<file path="config.mk">
export PLATFORM = sky130hd
export DESIGN_NAME = wpb_unit
export DESIGN_NICKNAME = d
export VERILOG_FILES = /design/src/rtl/wpb_pkg.sv /design/src/rtl/wpb_fifo.sv /design/src/rtl/wpb_issuer.sv /design/src/rtl/wpb_err_latch.sv /design/src/rtl/wpb_unit.sv
export SDC_FILE = /design/constraint.sdc
export NUM_CORES = 1
export LEC_CHECK = 0
export ABC_AREA = 1
export BUFFER_PORTS_ARGS = -buffer_cell sky130_fd_sc_hd__buf_2
export CORE_ASPECT_RATIO = 1.2
export CORE_UTILIZATION = 62
export DETAILED_ROUTE_END_ITERATION = 12
export HOLD_SLACK_MARGIN = 0.05
export PLACE_DENSITY_LB_ADDON = 0.25
export SLEW_MARGIN = 15
export SYNTH_ARGS = -nofsm -noshare
export SYNTH_HDL_FRONTEND = slang
export SYNTH_SLANG_ARGS = --single-unit
</file>
<file path="constraint.sdc">
create_clock -name clk -period 10.4 [get_ports clk]
set_input_delay 0.52 -clock clk [delete_from_list [all_inputs] [get_ports clk]]
set_output_delay 0.52 -clock clk [all_outputs]
set_load 0.01 [all_outputs]
</file>
<file path="src/rtl/wpb_pkg.sv">
package wpb_pkg;

  typedef enum logic {ISS_IDLE = 1'b0, ISS_BUSY = 1'b1} iss_state_t;

  // Next position in a ring of 'depth' slots.
  function automatic logic [31:0] wpb_wrap_inc(input logic [31:0] p, input logic [31:0] depth);
    return (p + 32'd1 == depth) ? 32'd0 : p + 32'd1;
  endfunction

  // Occupancy after one cycle of push/pop.
  function automatic logic [31:0] wpb_level_next(input logic [31:0] lvl, input logic push,
                                                 input logic pop);
    return lvl + {31'd0, push} - {31'd0, pop};
  endfunction

endpackage

</file>
<file path="src/rtl/wpb_fifo.sv">
module wpb_fifo
  import wpb_pkg::*;
#(
  parameter int DEPTH = 4,
  parameter int W     = 64
) (
  input  logic         clk,
  input  logic         rst_n,
  input  logic         push,
  input  logic [W-1:0] push_data,
  input  logic         pop,
  output logic [W-1:0] pop_data,
  output logic         empty,
  output logic         full
);
  localparam int PTR_W = (DEPTH > 1) ? $clog2(DEPTH) : 1;
  localparam int LVL_W = $clog2(DEPTH + 1);

  logic [W-1:0]     mem [DEPTH];
  logic [PTR_W-1:0] wr_ptr, rd_ptr;
  logic [LVL_W-1:0] level;

  assign empty    = (level == '0);
  assign full     = (level == LVL_W'(DEPTH));
  assign pop_data = mem[rd_ptr];

  always_ff @(posedge clk) begin
    if (push) mem[wr_ptr] <= push_data;
  end

  always_ff @(posedge clk) begin
    if (!rst_n) begin
      wr_ptr <= '0;
      rd_ptr <= '0;
      level  <= '0;
    end else begin
      if (push) wr_ptr <= PTR_W'(wpb_wrap_inc(32'(wr_ptr), 32'(DEPTH)));
      if (pop)  rd_ptr <= PTR_W'(wpb_wrap_inc(32'(rd_ptr), 32'(DEPTH)));
      level <= LVL_W'(wpb_level_next(32'(level), push, pop));
    end
  end

  AST_NO_OVERFLOW:  assert property (@(posedge clk) disable iff (!rst_n) push |-> !full);
  AST_NO_UNDERFLOW: assert property (@(posedge clk) disable iff (!rst_n) pop |-> !empty);

endmodule

</file>
<file path="src/rtl/wpb_issuer.sv">
module wpb_issuer
  import wpb_pkg::*;
#(
  parameter int AW = 32,
  parameter int DW = 32
) (
  input  logic          clk,
  input  logic          rst_n,
  input  logic          q_empty,
  input  logic [AW+DW-1:0] q_head,
  output logic          q_pop,
  output logic          bus_req,
  output logic [AW-1:0] bus_addr,
  output logic [DW-1:0] bus_data,
  input  logic          bus_done,
  input  logic          bus_err,
  output logic          wr_err_evt,
  output logic          idle
);
  iss_state_t state;

  assign idle       = (state == ISS_IDLE);
  assign q_pop      = idle && !q_empty;
  assign bus_req    = (state == ISS_BUSY);
  assign wr_err_evt = bus_req && bus_done && bus_err;

  always_ff @(posedge clk) begin
    if (!rst_n) begin
      state    <= ISS_IDLE;
      bus_addr <= '0;
      bus_data <= '0;
    end else if (q_pop) begin
      {bus_addr, bus_data} <= q_head;
      state                <= ISS_BUSY;
    end else if (bus_req && bus_done) begin
      state <= ISS_IDLE;
    end
  end

  AST_BUS_HOLD: assert property (@(posedge clk) disable iff (!rst_n)
    bus_req && !bus_done |=> bus_req && $stable(bus_addr) && $stable(bus_data));
  AST_ONE_OPEN: assert property (@(posedge clk) disable iff (!rst_n)
    bus_req && !bus_done |=> !q_pop);

endmodule

</file>
<file path="src/rtl/wpb_err_latch.sv">
module wpb_err_latch #(
  parameter int PW = 32
) (
  input  logic          clk,
  input  logic          rst_n,
  input  logic          err_evt,
  input  logic [PW-1:0] core_pc,
  input  logic          exc_ack,
  output logic          exc_valid,
  output logic [PW-1:0] exc_pc
);
  always_ff @(posedge clk) begin
    if (!rst_n) begin
      exc_valid <= 1'b0;
      exc_pc    <= '0;
    end else if (exc_ack) begin
      exc_valid <= 1'b0;
    end else if (err_evt && !exc_valid) begin
      exc_valid <= 1'b1;
      exc_pc    <= core_pc;
    end
  end

  AST_ERR_LATCH: assert property (@(posedge clk) disable iff (!rst_n)
    err_evt && !exc_valid && !exc_ack |=> exc_valid && exc_pc == $past(core_pc));
  AST_EXC_HOLD: assert property (@(posedge clk) disable iff (!rst_n)
    exc_valid && !exc_ack |=> exc_valid && $stable(exc_pc));
  AST_ACK_CLEAR: assert property (@(posedge clk) disable iff (!rst_n)
    exc_ack |=> !exc_valid);

endmodule

</file>
<file path="src/rtl/wpb_unit.sv">
module wpb_unit #(
  parameter int AW    = 32,
  parameter int DW    = 32,
  parameter int PW    = 32,
  parameter int DEPTH = 4
) (
  input  logic          clk,
  input  logic          rst_n,
  input  logic          st_valid,
  output logic          st_ready,
  input  logic [AW-1:0] st_addr,
  input  logic [DW-1:0] st_data,
  input  logic          bar_req,
  output logic          bar_ack,
  input  logic [PW-1:0] core_pc,
  output logic          bus_req,
  output logic [AW-1:0] bus_addr,
  output logic [DW-1:0] bus_data,
  input  logic          bus_done,
  input  logic          bus_err,
  output logic          exc_valid,
  output logic [PW-1:0] exc_pc,
  input  logic          exc_ack
);
  localparam int EW = AW + DW;

  logic          q_push, q_pop, q_empty, q_full;
  logic [EW-1:0] q_head;
  logic          wr_err_evt, iss_idle, drained;

  assign st_ready = !q_full;
  assign q_push   = st_valid && st_ready;

  wpb_fifo #(.DEPTH(DEPTH), .W(EW)) u_fifo (
    .clk(clk), .rst_n(rst_n), .push(q_push), .push_data({st_addr, st_data}),
    .pop(q_pop), .pop_data(q_head), .empty(q_empty), .full(q_full)
  );

  wpb_issuer #(.AW(AW), .DW(DW)) u_issuer (
    .clk(clk), .rst_n(rst_n), .q_empty(q_empty), .q_head(q_head), .q_pop(q_pop),
    .bus_req(bus_req), .bus_addr(bus_addr), .bus_data(bus_data),
    .bus_done(bus_done), .bus_err(bus_err), .wr_err_evt(wr_err_evt), .idle(iss_idle)
  );

  wpb_err_latch #(.PW(PW)) u_err (
    .clk(clk), .rst_n(rst_n), .err_evt(wr_err_evt), .core_pc(core_pc),
    .exc_ack(exc_ack), .exc_valid(exc_valid), .exc_pc(exc_pc)
  );

  // Barrier completes once nothing is queued, open or entering.
  assign drained = q_empty && iss_idle && !q_push;

  always_ff @(posedge clk) begin
    if (!rst_n) bar_ack <= 1'b0;
    else        bar_ack <= bar_req && drained && !bar_ack;
  end

  AST_BAR_PULSE: assert property (@(posedge clk) disable iff (!rst_n)
    bar_ack |=> !bar_ack);
  AST_BAR_NO_OPEN: assert property (@(posedge clk) disable iff (!rst_n)
    bar_ack |-> !bus_req);
  AST_BAR_ERR_SEEN: assert property (@(posedge clk) disable iff (!rst_n)
    wr_err_evt && !exc_ack |=> exc_valid);

endmodule

</file>
==> run summary <==
Via density per instance -> 4.83
Syn Inst Count -> 1,627
Initial DRC Count -> 632
Int Power -> 2.98 mW
Total power -> 4.58 mW
Largest family of logic cells by synthesized area -> simple AND/OR/NAND/NOR gates
Clock power frac -> 26.5%
Sequential element share of the synthesized area -> 65.5%
CTS sink count -> 362
TritonCTS buffer count -> 35
Area Growth Syn to Fin -> 14.9%
Worst path cell trace -> nor2_2 > nand2_1 > nand2_4 > inv_1 > ha_1 > inv_1 > ha_1 > fa_1 > inv_1 > o21ai_0 > a21oi_1
Clk_skew -> 0.00932 ns
Switching power -> 1.59 mW
Post-synthesis mux area share -> 0%
Net Count, Synth -> 1,738
Final Hold Fails -> 0
Max-Cap Viols -> 0
Synth cell types -> 20
Share of layout cells above drive strength 1 -> 14.7%
First-pass GRT wire length -> 46,600 um
Skew-Pair Late Insertion Delay -> 0.51 ns
Final WL -> 29,800 um
Length of the first detailed-routing pass in iterations -> 5
DP Worst Slack -> 7.81 ns
Post-route ant nets -> 0
WP data required -> 10.83 ns
LEAKAGE -> 8.29 nW
Synth Area in Adders -> 0.718%
Comb pwr share -> 31.8%
Startpoint Class -> flip-flop
Worst-path clk slew -> 0.06 ns
Final worst slack -> 7.84 ns
Vias in the first global route -> 9,730
Synthesized area per cell -> 9.21 sq um
Reg power frac -> 41.7%
Initial Util -> 63.9%
Clk root buf -> clkbuf_16
Register bit count reported by yosys -> 362
Status -> completed
GRT overflow -> 0
Post-synthesis xor/xnor area fraction -> 0%
CP max stage delay -> 0.48 ns
Complex-gate fraction of the synthesized area -> 1.30%
CTS tree -> done
DR vias -> 10,400
Synth area leaders -> edfxtp_1 (51%), dfxtp_1 (14%), nand2_1 (11%)
Min Tclk post-route -> 2.56 ns
Worst-Margin Slew -> 1.06 ns
FMAX -> 0.390 GHz
Htree depth -> 2
R2r startpoint -> u_fifo.level[1]
CP Data Arrival Time -> 3.00 ns
Initial antenna violation count -> 7
Setup TNS Final -> 0 ns
Total die area -> 24,800 sq um
Final-stage net count -> 1,912
Post-route insts no fill -> 2,146
Slew Limit Headroom -> 29.6%
Period utilisation layout -> 24.6%
Largest net degree at the start of global routing -> 116
Largest fanout on the critical path -> 60
Post-Syn Area -> 15,000 sq um
Port Buffer Count -> 202
Post-Synth Simple-Gate Area -> 21.2%
Pwr/cell area -> 266 nW/um^2
Post-CTS Setup Bufs -> 0
Warnings from Yosys -> 0
Slew Viols, Final -> 0
Post-cts sizing count -> 0
Sw Ratio -> 34.8%
Avg WL per Cell -> 13.9 um
Gpl congestion -> 0.701
GRT Resource Usage Total -> 24.3%
Die height -> 172 um
Leading area contributor after synthesis -> edfxtp_1
CTS Hold Bufs -> 0
CP Launch Point -> u_fifo.level[1]
DP HPWL -> 16,800 um
Peak VDD IR -> 0.180 mV
Die Span X -> 144 um
Cell Rows -> 61
Synth top area share -> 51.3%
Setup repair after global routing missed its margin -> no
Dpl cells -> 2,079
CP max-delay cell -> nand2_4
CTS max path bufs -> 3
DRC viols -> 0
HP Class -> in -> reg
Crit Path Class -> reg -> reg
Hold Startpoint -> exc_ack
Critical Path Sink Type -> flip-flop
Core box area -> 23,400 sq um
Most used cell, CP -> inv_1
Number of I/O pins -> 203
Final Setup Violations -> 0
==> power groups by stage <==
stage | logic, mW | clock network, mW | registers, mW
final | 1.46 | 1.21 | 1.91
after detailed placement | 1.46 | 0 | 1.94
after global placement | 1.42 | 0 | 1.93
after CTS | 1.48 | 1.23 | 1.91
after global routing | 1.68 | 1.29 | 1.93
after floorplan | 1.02 | 0 | 1.99
==> kinds of logic (layout without fill, tap and decap cells) <==
logic type	after synthesis	count (layout)
AO/OA/AOI/OAI	39	39
adder cells (fa/ha/maj)	8	8
buffers and inverters	417	616
flip-flops	362	362
other	0	5
AND/OR/NAND/NOR	801	801
==> flip-flops by register name, indices dropped and copies added, names as in the netlist <==
register,count
u_issuer.bus_data,32
u_err.exc_valid,1
bar_ack,1
u_issuer.bus_req,1
u_fifo.level,3
u_err.exc_pc,32
u_fifo.rd_ptr,2
u_fifo.mem,256
u_fifo.wr_ptr,2
u_issuer.bus_addr,32
==> through the flow <==
step | hold slack (ns) | utilization [%] | area [sq um]
after detailed placement | 0.469 | 68.7 | 16100
after global routing | 0.181 | 73.4 | 17200
after CTS | 0.164 | 73.4 | 17200
final | 0.188 | 73.5 | 17200
after floorplan | 0.499 | - | 15000
after global placement | 0.459 | 68.7 | 16100
==> cell type report <==
type,instances,area (sq um)
clock inverters,10,70.1
well taps,315,394
repair buffers,211,1080
multi-input cells,848,3510
inverters,343,1290
clock buffers,52,1030
fillers,1713,6220
flip-flops and latches,362,9810
diodes,5,12.5
==> worst max-delay path, delay by kind of cell, from the launching register on <==
kind            cells  cell delay, ns
flops               1            0.33
compound gates      2            0.23
fa+ha+maj           3            0.91
buf+inv             3            0.30
simple gates        3            0.72
==> final timing paths <==
path | cells after the start | slack [ns] | endpoint
hold / removal | 2 | 0.19 | u_err.exc_valid
hold reg to reg | 2 | 0.48 | u_err.exc_pc[28]
setup reg to reg | 11 | 7.84 | u_fifo.level[2]
setup / recovery | 11 | 7.84 | u_fifo.level[2]
==> layer usage <==
metal | up-vias | global-route usage [%] | wire length [um]
met2 | 282 | 43.9 | 15300
met4 | 6 | 8.37 | 581
met5 | - | 0 | 34
li1 | 5303 | - | -
met1 | 4726 | 28.3 | 11900
met3 | 56 | 5.51 | 2030
==> synth_stat cells <==
| cell | n |
|---|---|
| a21oi_1 | 1 |
| buf_1 | 2 |
| buf_2 | 33 |
| buf_4 | 15 |
| buf_6 | 4 |
| clkbuf_1 | 20 |
| dfxtp_1 | 106 |
| edfxtp_1 | 256 |
| fa_1 | 1 |
| ha_1 | 7 |
| inv_1 | 340 |
| inv_2 | 3 |
| nand2_1 | 458 |
| nand2_2 | 1 |
| nand3_1 | 130 |
| nand4_1 | 1 |
| nor2_1 | 210 |
| nor2_2 | 1 |
| o21ai_0 | 36 |
| o21ai_1 | 2 |
==> cell usage in the layout (no fill, tap or decap), drive strengths merged <==
| cell type | instances |
|---|---|
| a21oi | 1 |
| buf | 211 |
| bufinv | 1 |
| clkbuf | 52 |
| clkinv | 8 |
| dfxtp | 106 |
| diode | 5 |
| edfxtp | 256 |
| fa | 1 |
| ha | 7 |
| inv | 344 |
| nand2 | 459 |
| nand3 | 130 |
| nand4 | 1 |
| nor2 | 211 |
| o21ai | 38 |
Power figures use the tool's default switching activity.
